File: src/rtl/pack_pkg.sv
package pack_pkg;
  // Strobes from the sequencer to the datapath
  typedef struct packed {
    logic ldFlags;      // load flag vector from marks
    logic invFlags;     // invert marks while loading
    logic scanStep;     // one doubling step of the prefix scan
    logic saveMarked;   // capture marked destinations and total
    logic saveUnmarked; // capture unmarked destinations
    logic scatter;      // move every element to its destination
  } pack_ctl_t;
endpackage

File: src/rtl/pack_ctrl.sv
module pack_ctrl
  import pack_pkg::*;
#(
  parameter int LOG_N = 3,
  localparam int SW = (LOG_N > 1) ? $clog2(LOG_N) : 1
) (
  input  logic          clk,
  input  logic          rst_n,
  input  logic          start,
  output pack_ctl_t     ctl,
  output logic [SW-1:0] stepIdx,
  output logic          busy,
  output logic          done
);
  typedef enum logic [3:0] {
    S_IDLE, S_LOAD1, S_SCAN1, S_SAVE1, S_LOAD2, S_SCAN2, S_SAVE2, S_SCAT, S_FIN
  } state_t;

  state_t state, stateNxt;
  logic [SW-1:0] stepCnt;
  logic lastStep;

  assign lastStep = (stepCnt == SW'(LOG_N - 1));
  assign stepIdx  = stepCnt;
  assign busy     = (state != S_IDLE);
  assign done     = (state == S_FIN);

  always_comb begin
    stateNxt = state;
    case (state)
      S_IDLE:  if (start) stateNxt = S_LOAD1;
      S_LOAD1: stateNxt = S_SCAN1;
      S_SCAN1: if (lastStep) stateNxt = S_SAVE1;
      S_SAVE1: stateNxt = S_LOAD2;
      S_LOAD2: stateNxt = S_SCAN2;
      S_SCAN2: if (lastStep) stateNxt = S_SAVE2;
      S_SAVE2: stateNxt = S_SCAT;
      S_SCAT:  stateNxt = S_FIN;
      S_FIN:   stateNxt = S_IDLE;
      default: stateNxt = S_IDLE;
    endcase
  end

  always_comb begin
    ctl = '0;
    case (state)
      S_LOAD1: ctl.ldFlags = 1'b1;
      S_SCAN1: ctl.scanStep = 1'b1;
      S_SAVE1: ctl.saveMarked = 1'b1;
      S_LOAD2: begin
        ctl.ldFlags  = 1'b1;
        ctl.invFlags = 1'b1;
      end
      S_SCAN2: ctl.scanStep = 1'b1;
      S_SAVE2: ctl.saveUnmarked = 1'b1;
      S_SCAT:  ctl.scatter = 1'b1;
      default: ;
    endcase
  end

  always_ff @(posedge clk or negedge rst_n) begin
    if (!rst_n) begin
      state   <= S_IDLE;
      stepCnt <= '0;
    end else begin
      state <= stateNxt;
      if (ctl.scanStep) stepCnt <= lastStep ? '0 : stepCnt + SW'(1);
    end
  end


  done_pulse_chk: assert property (@(posedge clk) disable iff (!rst_n)
    done |=> !done);


  done_in_busy_chk: assert property (@(posedge clk) disable iff (!rst_n)
    done |-> busy);


  start_busy_chk: assert property (@(posedge clk) disable iff (!rst_n)
    (!busy && start) |=> busy);


  done_release_chk: assert property (@(posedge clk) disable iff (!rst_n)
    done |=> !busy);
endmodule

File: src/rtl/pack_datapath.sv
module pack_datapath
  import pack_pkg::*;
#(
  parameter int NUM_ELEM = 8,
  parameter int DATA_W   = 8,
  localparam int IDX_W = $clog2(NUM_ELEM),
  localparam int CNT_W = IDX_W + 1,
  localparam int SW    = (IDX_W > 1) ? $clog2(IDX_W) : 1
) (
  input  logic              clk,
  input  logic              rst_n,
  input  pack_ctl_t         ctl,
  input  logic [SW-1:0]     stepIdx,
  input  logic              wrEn,
  input  logic [IDX_W-1:0]  wrAddr,
  input  logic [DATA_W-1:0] wrData,
  input  logic              wrMark,
  input  logic [IDX_W-1:0]  rdAddr,
  output logic [DATA_W-1:0] rdData,
  output logic              rdMark,
  output logic [CNT_W-1:0]  markCount
);
  localparam logic [CNT_W-1:0] ONE = CNT_W'(1);

  logic [DATA_W-1:0] dataBuf [NUM_ELEM];
  logic [DATA_W-1:0] dataNxt [NUM_ELEM];
  logic [NUM_ELEM-1:0] markBuf, markNxt;
  logic [CNT_W-1:0] pre [NUM_ELEM];
  logic [CNT_W-1:0] preNxt [NUM_ELEM];
  logic [IDX_W-1:0] dest [NUM_ELEM];
  int stride;

  assign rdData = dataBuf[rdAddr];
  assign rdMark = markBuf[rdAddr];
  assign stride = 1 << stepIdx;

  // Flag load and doubling scan step (inclusive counts)
  always_comb begin
    for (int i = 0; i < NUM_ELEM; i++) begin
      if (ctl.ldFlags)
        preNxt[i] = {{(CNT_W-1){1'b0}}, markBuf[i] ^ ctl.invFlags};
      else if (ctl.scanStep && i >= stride)
        preNxt[i] = pre[i] + pre[i - stride];
      else
        preNxt[i] = pre[i];
    end
  end

  // Scatter network: each element lands on its own destination
  always_comb begin
    dataNxt = dataBuf;
    markNxt = markBuf;
    for (int i = 0; i < NUM_ELEM; i++) begin
      dataNxt[dest[i]] = dataBuf[i];
      markNxt[dest[i]] = markBuf[i];
    end
  end

  always_ff @(posedge clk) begin
    pre <= preNxt;
    for (int i = 0; i < NUM_ELEM; i++) begin
      if (ctl.saveMarked && markBuf[i])
        dest[i] <= IDX_W'(pre[i] - ONE);
      else if (ctl.saveUnmarked && !markBuf[i])
        dest[i] <= IDX_W'(pre[i] - ONE + markCount);
    end
    if (wrEn) begin
      dataBuf[wrAddr] <= wrData;
      markBuf[wrAddr] <= wrMark;
    end else if (ctl.scatter) begin
      dataBuf <= dataNxt;
      markBuf <= markNxt;
    end
  end

  always_ff @(posedge clk or negedge rst_n) begin
    if (!rst_n) markCount <= '0;
    else if (ctl.saveMarked) markCount <= pre[NUM_ELEM-1];
  end


  unmarked_total_chk: assert property (@(posedge clk) disable iff (!rst_n)
    ctl.saveUnmarked |-> (pre[NUM_ELEM-1] + markCount == CNT_W'(NUM_ELEM)));


  count_range_chk: assert property (@(posedge clk) disable iff (!rst_n)
    markCount <= CNT_W'(NUM_ELEM));


  no_write_busy_chk: assert property (@(posedge clk) disable iff (!rst_n)
    ctl.scatter |-> !wrEn);
endmodule

File: src/rtl/stable_pack_unit.sv
module stable_pack_unit
  import pack_pkg::*;
#(
  parameter int NUM_ELEM = 8,
  parameter int DATA_W   = 8,
  localparam int IDX_W = $clog2(NUM_ELEM),
  localparam int CNT_W = IDX_W + 1,
  localparam int SW    = (IDX_W > 1) ? $clog2(IDX_W) : 1
) (
  input  logic              clk,
  input  logic              rst_n,
  input  logic              wrEn,
  input  logic [IDX_W-1:0]  wrAddr,
  input  logic [DATA_W-1:0] wrData,
  input  logic              wrMark,
  input  logic              start,
  input  logic [IDX_W-1:0]  rdAddr,
  output logic [DATA_W-1:0] rdData,
  output logic              rdMark,
  output logic              busy,
  output logic              done,
  output logic [CNT_W-1:0]  markCount
);
  pack_ctl_t ctl;
  logic [SW-1:0] stepIdx;
  logic wrGated;

  assign wrGated = wrEn && !busy;

  pack_ctrl #(.LOG_N(IDX_W)) i_ctrl (
    .clk(clk), .rst_n(rst_n), .start(start),
    .ctl(ctl), .stepIdx(stepIdx), .busy(busy), .done(done)
  );

  pack_datapath #(.NUM_ELEM(NUM_ELEM), .DATA_W(DATA_W)) i_dp (
    .clk(clk), .rst_n(rst_n), .ctl(ctl), .stepIdx(stepIdx),
    .wrEn(wrGated), .wrAddr(wrAddr), .wrData(wrData), .wrMark(wrMark),
    .rdAddr(rdAddr), .rdData(rdData), .rdMark(rdMark), .markCount(markCount)
  );
endmodule

File: config.mk
export PLATFORM = sky130hd
export DESIGN_NAME = stable_pack_unit
export DESIGN_NICKNAME = d
export VERILOG_FILES = /design/src/rtl/pack_pkg.sv /design/src/rtl/pack_ctrl.sv /design/src/rtl/pack_datapath.sv /design/src/rtl/stable_pack_unit.sv
export SDC_FILE = /design/constraint.sdc
export NUM_CORES = 1
export LEC_CHECK = 0
export BUFFER_PORTS_ARGS = -buffer_cell sky130_fd_sc_hd__buf_4
export CORE_MARGIN = 5
export CORE_UTILIZATION = 40
export CTS_BUF_LIST = sky130_fd_sc_hd__clkbuf_4 sky130_fd_sc_hd__clkbuf_8
export CTS_CLUSTER_DIAMETER = 100
export DETAILED_ROUTE_END_ITERATION = 8
export GPL_ROUTABILITY_DRIVEN = 0
export SYNTH_ARGS = -nofsm -noshare
export SYNTH_HDL_FRONTEND = slang
export SYNTH_HIERARCHICAL = 1
export SYNTH_SLANG_ARGS = --single-unit
File: constraint.sdc
create_clock -name clk -period 3.9 [get_ports clk]
set_input_delay 0.39 -clock clk [delete_from_list [all_inputs] [get_ports clk]]
set_output_delay 0.39 -clock clk [all_outputs]
set_load 0.005 [all_outputs]
# [Word-level counts from Yosys, hierarchy flattened]
# Memory sizes are Yosys's and may differ from the RTL's.
# Index checks and enable logic that the tools add are counted.
[word_totals] n_memories=1 mem_bits_ro=0 register_bits=114 latch_bits=0 word_cells=391 ramBits=24
[mem_list] name="i_dp.dest" words=8 word_bits=3 read_ports=8 rd_ports_with_merged_regs=0 wr=8 line_no="pack_datapath.sv:30" text="logic [IDX_W-1:0] dest [NUM_ELEM];"
[op_classes] n_shift=1 eq_ne=12 n_lt_le_gt_ge=54 muxes=162 bitwise=34 reduce_logical=66 div=0 addsub=33 multipliers=0
[ops] op="$bwmux W64" n=9
[ops] op="$ge A32 B4 Y1 const B" n=8
[ops] op="$not A32 Y32" n=8
[ops] op="$demux W8 S3" n=9
[ops] op="$ge A4 B32 Y1 const A" n=4
[ops] op="$mux W64" n=2
[ops] op="$sub A4 B32 Y32 const A" n=4
[ops] op="$mux W8" n=13
[ops] op="$bmux W4 S3" n=8
[ops] op="$mux W4" n=19
[ops] op="$bwmux W8" n=9
[ops] op="$mux W1" n=72
[ops] op="$ge A3 B32 Y1 const A" n=2
[ops] op="$sub A3 B32 Y32 const A" n=2
[ops] op="$logic_and A1 B1 Y1" n=43
[ops] op="$ge A4 B4 Y1 const B" n=10
[ops] op="$lt A3 B4 Y1 const B" n=10
[ops] op="$not A3 Y4" n=10
[ops] op="$lt A4 B1 Y1 const B" n=9
[ops] op="$add A4 B4 Y4" n=8
[ops] op="$ge A1 B32 Y1 const A" n=1
[ops] op="$ge A2 B32 Y1 const A" n=1
[ops] op="$pmux W4 S8" n=1
[ops] op="$shl A1 B2 Y32 const A" n=1
[ops] op="26 further kinds" n=99

# [Logic depth before layout (Yosys ltp)]
# Gate-level depths: netlist (run 1).
# An unclocked memory read counts as a cell.
[depth] ltp_word=16 mapped_depth=16 mapped_depth_nobuf=14

# [Modules after synthesis]
# The synthesis (run 1) kept the hierarchy.
[modules_own_cells] mod="pack_datapath" instances=1 cells_per_inst=1589 area_each_um2=13847.0
[modules_own_cells] mod="pack_ctrl" instances=1 cells_per_inst=42 area_each_um2=395.4
[modules_own_cells] mod="stable_pack_unit" instances=1 cells_per_inst=1 area_each_um2=13.8

# [Least setup slack after synthesis (run 1)]
# OpenSTA, ideal clock, no wires.
[synth_path] path_kind="flip-flop to flip-flop" from="reg i_ctrl.stepCnt[0] (netlist: i_ctrl/stepIdx[0])" to="reg i_dp/pre[23] (netlist name)" period_less_slack_ps=3353 setup_time_ps=132 t_required_ps=3768 arrival_ps=3221 slack_ps=547 path_stages_with_launch=17 cell_sequence="dfrtp_1 inv_1 ha_1 ha_1 buf_2 o21bai_1 clkbuf_1 nor2_1 a211oi_1 a21oi_1 mux2_2 ha_1 a21o_1 a21oi_1 xor2_1 and3_1 nor3_1"
[synth_via] elab_chain_len=7
[synth_rtl] element="start, declared" line_no="pack_ctrl.sv:20" text="logic [SW-1:0] stepCnt;"
[synth_rtl] element="start signal, assigned" line_no="pack_ctrl.sv:67" text="if (ctl.scanStep) stepCnt <= lastStep ? '0 : stepCnt + SW'(1);"
[synth_rtl] element="$shl A1 B2 Y32 *" line_no="pack_datapath.sv:35" text="assign stride = 1 << stepIdx;"
[synth_rtl] element="$sub A3 B32 Y32" line_no="pack_datapath.sv:43" text="preNxt[i] = pre[i] + pre[i - stride];"
[synth_rtl] element="$not A32 Y32 (not written as such)" line_no="pack_datapath.sv:43"
[synth_rtl] element="$bmux W4 S3" line_no="pack_datapath.sv:43"
[synth_rtl] element="$mux W4 (not written as such) (2 in a row)" line_no="pack_datapath.sv:43"
[synth_rtl] element="$add A4 B4 Y4" line_no="pack_datapath.sv:43"
[synth_rtl] element="end signal, assigned" line_no="pack_datapath.sv:60" text="pre <= preNxt;"
[synth_rtl] element="end, declared" line_no="pack_datapath.sv:28" text="logic [CNT_W-1:0] pre [NUM_ELEM];"
# Every way passes the cells marked *; elsewhere a longest branch is shown, timed or not. The select of a mux whose other input is x is not followed.
# A chain may end at the register's enable or synchronous reset.

# [Worst setup path after layout (run 1)]
# Ends and elaborated chain as after synthesis.

==> impl_results.md, run 1 <==
* Xor and xnor area share after synthesis at 0.0307
* Root Buffer: clkbuf_8
* Post-Route WL at around 58000 um
* Core area at about 35000 um^2
* # IOs at 34
* Commonest cells after routing, fill and taps aside: 172 x nor2_1, 123 x nand2_1, 104 x edfxtp_1
* Cell Area, Placed at around 15000 um^2
* Area grow syn2layout at 5.04%
* Initial antenna violation count at 2
* Final hold violations at 0
* Slowest stage delay, CP at roughly 770 ps
* Slew HR at 0.258
* Input/output buffers at 33
* Initial drt markers at between 2000 and 2500
* DP HPWL at 40600 um
* Post-Synth Simple-Gate Area at 0.179
* Clock tree sinks at 138
* Post_cts resized at 0
* Pre-CTS setup slack at 412 ps
* Multiplexer area fraction after synthesis at 0.123
* Largest net degree at the start of global routing at 52
* Post-synthesis adder-cell area fraction at 0.0664
* Yosys Warn Count at 6
* Worst-skew pair later-pin latency at 520 ps
* Unrepaired setup endpoints after global routing: false
* Post-synth cell types at 75
* Reg2reg path depth at 13
* # rows at a little under 70
* Die area at 39500 um^2
* Share of layout cells above drive strength 1 at 0.145
* CTS tree: done
* Bufs and invs on worst path at 1
* Final setup violation count at 0
* Worst setup SP type: flip-flop
* Critical-path cell list: inv_1 -> ha_2 -> o21bai_1 -> nor2_1 -> a211oi_1 -> a21oi_1 -> mux2_2 -> ha_1 -> a21o_1 -> a21oi_1 -> xor2_1 -> a21oi_1 -> nor3_1
* Min-delay src: start
* Synth area leaders: edfxtp_1 22%, mux4_2 6.8%, nor2_1 4.5%
* Post-synth EDFFs at 104
* Worst r2r dst: i_dp/pre[23]
* Register bit total from synthesis at 138
* R2r setup slk at approximately 280 ps
* Post-Synthesis Cell Area at 14300 um^2
* Drt wl/cell at a little under 30 um
* TritonRoute pass-1 iters at 6
* Via/cell ratio at around 7
* CP Max Fanout at 12
* Crit-path most repeated cell: a21oi_1
* Main synth FF type: edfxtp_1
* Final setup TNS at 0 ps
* Async set-reset flop share out of synthesis at 0.0725
* Kind of critical path: flip-flop to flip-flop
* Nets at ~1600
* Worst setup EP type: flip-flop
* Mapped Cells at roughly 1600
* Worst hold endpoint: i_ctrl/state[0]
* Synth Area in Compound Gates at 0.266
* Post-CTS setup buffer count at 0
* Main combinational cell family by area after synthesis: compound AO/OA/AOI/OAI gates
* Die height at about 200 um
* Peak VDD IR at 0.000362 V
* Hold path depth at 3
* Critical path origin: i_ctrl/stepIdx[0]
* Die X at just under 200 um
* CP max-delay cell: o21bai_1
* Levels on crit path at 13
* Pwr dens at 756 nW/um^2
* Num CTS Buffers at 17
* HP Class: primary input to flip-flop
* Fillers at around 3500
* Seq/Total Area, Yosys at 0.270
* Status: finished clean
* Post-Place Cells at around 2000
* Clock slew at reported path FFs at roughly 80 ps
* Drc violations at 0
* Max Cap Viol at 0
* Fin worst setup slack at 277 ps
* Final worst path period share at 0.929
* Detail Route Antenna Nets at 0
* H-tree Lvls at 4
* Mapped Nets at 1717
* Finished Cell Area at roughly 15000 um^2
* Critical path's top delay family: compound AO/OA/AOI/OAI gates
* Vias at between 10000 and 15000
* Share of the synthesized area in the top cell type at 0.219
* Max Clock Freq at 276 MHz
* Post-route core utilization at 0.423
* Finished Layout Cells at 2000
* Commonest non-fill, non-tap cell in the layout: nor2_1
* Avg Inst Size Synth at slightly below 9 um^2
* Final worst path period need at 3620 ps
* Worst reg2reg startpoint: i_ctrl/stepIdx[0]
* Worst slew pin tran at 1110 ps
* Final Skew at around 23 ps
* Pwr Total at 11.3 mW
* Gr ovfl total at 0
* Starting Density at 0.403
* Gr usage total at 0.290
* Antenna cell count at 0
* Static leakage at 5.39 nW
* Worst EP required at 4330 ps
* Vias in the first global route at around 14000
* First-pass GRT wire length at 86800 um
* CTS Hold Buffers Added at 1
* Max Buffers Root-to-Sink at 2
* Critical path data arrival time at just over 4000 ps
* Hold WS at about 230 ps
* Post-synth top area cell: edfxtp_1
* Final number of max-transition violations at 0
-- layer usage --
metal / wire length (um) / track usage / vias up
met5: 21 / 0 / -
met4: 4510 / 0.186 / 4
met3: 7600 / 0.0764 / 307
met2: 25100 / 0.443 / 1191
met1: 20800 / 0.365 / 6843
li1: - / - / 6053
-- logic make-up (layout without fill, tap and decap cells) --
kind of cell / after synthesis / count (layout)
buffers and inverters: 229 / 136
multiplexers: 111 / 111
AO/OA/AOI/OAI: 523 / 523
AND/OR/NAND/NOR: 515 / 515
flip-flops: 138 / 138
adder cells (fa/ha/maj): 66 / 66
XOR/XNOR: 50 / 50
-- Yosys cell counts (36+ instances only) --
library cell,instances
nand3_1,44
a221oi_1,36
buf_1,40
nor2_1,172
ha_1,50
clkbuf_1,127
o211ai_1,38
o21ai_0,70
xnor2_1,46
a22oi_1,50
edfxtp_1,104
mux2_2,37
mux4_2,43
o221ai_1,47
nand2_1,123
a21oi_1,97
-- worst reg2reg max path: stages, from the launching register on --
cell      delay (ps)
dfrtp_1          500
inv_1            150
ha_2             230
o21bai_1         770
nor2_1           100
a211oi_1         260
a21oi_1           90
mux2_2           340
ha_1             290
a21o_1           180
a21oi_1          180
xor2_1           190
a21oi_1           90
nor3_1           180
-- power breakdown --
part | switching (mW) | internal (mW) | leakage [nW]
registers | 1.08 | 2.23 | 1.28
logic | 3.74 | 3.02 | 3.91
clock network | 0.671 | 0.576 | 0.197
-- sequential cells by signal, indices dropped and copies added (netlist names) --
register        flops
i_ctrl/state        4
i_ctrl/stepIdx      2
i_dp/markCount      4
i_dp/dataBuf       64
i_dp/pre           32
i_dp/dest          24
i_dp/markBuf        8
-- worst max path at each step --
stage	endpoint
2_1_floorplan	i_dp/pre[23]
6_report	i_dp/pre[23]
5_1_grt	i_dp/pre[23]
3_3_place_gp	i_dp/pre[23]
3_5_place_dp	i_dp/pre[23]
4_1_cts	i_dp/pre[23]
-- cell type report --
| type | instances | area [um^2] | share of cell area |
|---|---|---|---|
| repair buffers | 71 | 536 | 0.0358 |
| multi-input cells | 1265 | 9500 | 0.634 |
| flip-flops and latches | 138 | 3850 | 0.257 |
| well taps | 461 | 577 | 0.0385 |
| clock inverters | 14 | 148 | 0.00986 |
| clock buffers | 18 | 241 | 0.0161 |
| inverters | 33 | 124 | 0.00827 |
No activity file was read; power rests on OpenSTA's default activity.
==> run 2: changes to the inputs <==
SYNTH_HIERARCHICAL = unset   (was 1)
==> impl_results.md, run 2 <==
* Status: finished clean (unchanged)
* Global routing usage on met2 at 0.438 (was 0.443)
* Commonest cells after routing, fill and taps aside: 173 x nand2_1, 144 x nor2_1, 144 x a21oi_1 (was 172 x nor2_1, 123 x nand2_1, 104 x edfxtp_1)
* Initial drt markers at 2494 (was 2382)
* Seq/Total Area, Yosys at 0.270 (about the same)
* Pre-CTS setup slack at 535 ps (was 412 ps)
* Multi-input combinational cell area at 9590 um^2 (was 9500 um^2)
* Final worst path period need at 3390 ps (was 3620 ps)
* Worst setup SP type: flip-flop (unchanged)
* DP HPWL at 42400 um (was 40600 um)
* Unrepaired setup endpoints after global routing: false (unchanged)
* Clock tree sinks at 138 (unchanged)
* Post-synth EDFFs at 104 (unchanged)
* Worst setup EP type: flip-flop (unchanged)
* Die height at 199 um (about the same)
* Worst r2r dst: i_dp.pre[23] (was i_dp/pre[23])
* Post-synth top area cell: edfxtp_1 (unchanged)
* Initial antenna violation count at 1 (was 2)
* Post-route core utilization at 0.432 (was 0.423)
* H-tree Lvls at 4 (unchanged)
* Critical path's top delay family: adder cells (was compound AO/OA/AOI/OAI gates)
* CP Max Fanout at 11 (was 12)
* Worst reg2reg startpoint: i_ctrl.stepIdx[1] (was i_ctrl/stepIdx[0])
* Static leakage at 5.56 nW (was 5.39 nW)
* Max Clock Freq at 295 MHz (was 276 MHz)
* Register bit total from synthesis at 138 (unchanged)
* Grt peak-use layer: met2 (unchanged)
* # IOs at 34 (unchanged)
* Most common cell in the netlist: nand2_1 (was nor2_1)
* Max reg flops at 64 (unchanged)
* Input/output buffers at 33 (unchanged)
* Largest Register: i_dp.dataBuf (was i_dp/dataBuf)
* Critical-path cell list: inv_1 -> ha_1 -> ha_1 -> nand2b_1 -> nor2_1 -> a21oi_1 -> o21ai_0 -> mux2_2 -> ha_1 -> a21o_1 -> a21oi_1 -> nor2_1 -> mux2_2 -> mux2i_1 (was inv_1 -> ha_2 -> o21bai_1 -> nor2_1 -> a211oi_1 -> a21oi_1 -> mux2_2 -> ha_1 -> a21o_1 -> a21oi_1 -> xor2_1 -> a21oi_1 -> nor3_1)
* Root Buffer: clkbuf_8 (unchanged)
* CTS tree: done (unchanged)
* GRT met3 Usage at 0.0837 (was 0.0764)
* Drt wl/cell at 29.3 um (was 29.0 um)
* Commonest non-fill, non-tap cell in the layout: nand2_1 (was nor2_1)
* R2r setup slk at 510 ps (was 280 ps)
* Peak VDD IR at 0.000672 V (was 0.000362 V)
* First-pass GRT wire length at 89700 um (was 86800 um)
* Critical path data arrival time at 3770 ps (was 4050 ps)
* # rows at 69 (unchanged)
* Synth area leaders: edfxtp_1 22%, mux4_2 7.3%, a21oi_1 5.0% (was edfxtp_1 22%, mux4_2 6.8%, nor2_1 4.5%)
* Main synth FF type: edfxtp_1 (unchanged)
* Via/cell ratio at 7.10 (was 7.20)
* Detail Route Antenna Nets at 0 (unchanged)
* Mapped Cells at 1707 (was 1632)
* Hold WS at 247 ps (was 230 ps)
* Post-synth cell types at 67 (was 75)
* Avg Inst Size Synth at 8.37 um^2 (was 8.74 um^2)
* Crit-path most repeated cell: ha_1 (was a21oi_1)
* Final setup TNS at 0 ps (unchanged)
* Final number of max-transition violations at 0 (unchanged)
* Num CTS Buffers at 17 (unchanged)
* Share of layout cells above drive strength 1 at 0.143 (was 0.145)
* CP max-delay cell: nand2b_1 (was o21bai_1)
* Post_cts resized at 0 (unchanged)
* Share of the synthesized area in the top cell type at 0.219 (about the same)
* Fillers at 3478 (was 3514)
* Worst-skew pair later-pin latency at 510 ps (was 520 ps)
* TritonRoute pass-1 iters at 6 (unchanged)
* Drc violations at 0 (unchanged)
* Pwr dens at 757 nW/um^2 (was 756 nW/um^2)
* Reg2reg path depth at 14 (was 13)
* Finished Layout Cells at 2094 (was 2000)
* Met1 usage in global routing at 0.396 (was 0.365)
* Post-Place Cells at 2060 (was 1967)
* Area grow syn2layout at 7.01% (was 5.04%)
* HP Class: primary input to async pin (was primary input to flip-flop)
* Die area at 39600 um^2 (was 39500 um^2)
* Die X at 199 um (about the same)
* Slew HR at 0.119 (was 0.258)
* Max Buffers Root-to-Sink at 2 (unchanged)
* Bufs and invs on worst path at 1 (unchanged)
* Worst EP required at 4280 ps (was 4330 ps)
* Gr usage total at 0.303 (was 0.290)
* Fin worst setup slack at 506 ps (was 277 ps)
* Nets at 1704 (was 1611)
* Core area at 35400 um^2 (unchanged)
* Kind of critical path: flip-flop to flip-flop (unchanged)
* Max Cap Viol at 0 (unchanged)
* Slowest stage delay, CP at 460 ps (was 770 ps)
* Vias in the first global route at 13900 (was 13700)
* Synth top cells by count: 174 x nand2_1, 156 x clkbuf_1, 144 x a21oi_1, 144 x nor2_1, 104 x edfxtp_1 (was 172 x nor2_1, 127 x clkbuf_1, 123 x nand2_1, 104 x edfxtp_1, 97 x a21oi_1)
* Yosys Warn Count at 0 (was 6)
* Final Skew at 24.2 ps (was 22.6 ps)
* Gr ovfl total at 0 (unchanged)
* Final setup violation count at 0 (unchanged)
* Clock slew at reported path FFs at 90 ps (was 80 ps)
* Largest net degree at the start of global routing at 41 (was 52)
* Worst slew pin tran at 1300 ps (was 1110 ps)
* Final hold violations at 0 (unchanged)
* Mapped Nets at 1792 (was 1717)
* Async set-reset flop share out of synthesis at 0.0725 (unchanged)
* Register area at 3850 um^2 (unchanged)
* Starting Density at 0.404 (was 0.403)
* Final worst path period share at 0.870 (was 0.929)
* Top flop regs: i_dp.dataBuf x64, i_dp.pre x32, i_dp.dest x24 (was i_dp/dataBuf x64, i_dp/pre x32, i_dp/dest x24)
* Post-Synthesis Cell Area at 14300 um^2 (about the same)
* Vias at 14900 (was 14400)
* Post-Route WL at 61400 um (was 58100 um)
run 2: logic make-up (layout without fill, tap and decap cells):
kind of cell | count (synthesis) | after routing | synth area share
simple gates | 552 | 552 | 0.186
xor+xnor | 49 | 49 | 0.0300
fa+ha+maj | 66 | 66 | 0.0662
mux | 112 | 112 | 0.122
buf+inv | 227 | 152 | 0.0609
compound gates | 563 | 563 | 0.265
other cells | 0 | 1 | 0
flops | 138 | 138 | 0.270
run 2: metrics by stage:
step	cell area, um^2	total power [mW]
floorplan	14300	7.65
global placement	14800	9.70
detailed placement	14800	9.83
CTS	15300	11.4
global route	15300	12.2
finish	15300	11.6
run 2: worst max-delay path by stage:
stage	from	endpoint	slack [ps]	cells past startpoint
2_1_floorplan	i_ctrl.stepIdx[0]	i_dp.pre[15]	200	14
3_3_place_gp	i_ctrl.stepIdx[0]	i_dp.pre[15]	610	11
3_5_place_dp	i_ctrl.stepIdx[1]	i_dp.pre[15]	540	11
4_1_cts	i_ctrl.stepIdx[0]	i_dp.pre[15]	510	11
5_1_grt	i_ctrl.stepIdx[1]	i_dp.pre[7]	210	14
6_report	i_ctrl.stepIdx[1]	i_dp.pre[23]	510	14
run 2: layout make-up:
class,count,area share
Antenna cell,1,0.000164
Multi-Input combinational cell,1342,0.627
Clock buffer,18,0.0162
Tap cell,461,0.0377
Inverter,34,0.00835
Sequential cell,138,0.252
Clock inverter,14,0.0158
Timing Repair Buffer,86,0.0424
run 2: report_power, final:
group          switching [mW]  internal [mW]  leakage (nW)
Clock                   0.707          0.847         0.244
Sequential               1.06           2.24          1.28
Combinational            3.85           2.87          4.04
run 2: per-layer routing:
metal,vias up,wire (um)
met2,1233,25300
met3,315,8400
met5,-,0
li1,6336,-
met4,0,5060
met1,6980,22600
run 2: timing repair:
item	CTS	global route
setup buffers	0	0
endpoints found under the hold margin	10	0
hold buffers	1	0
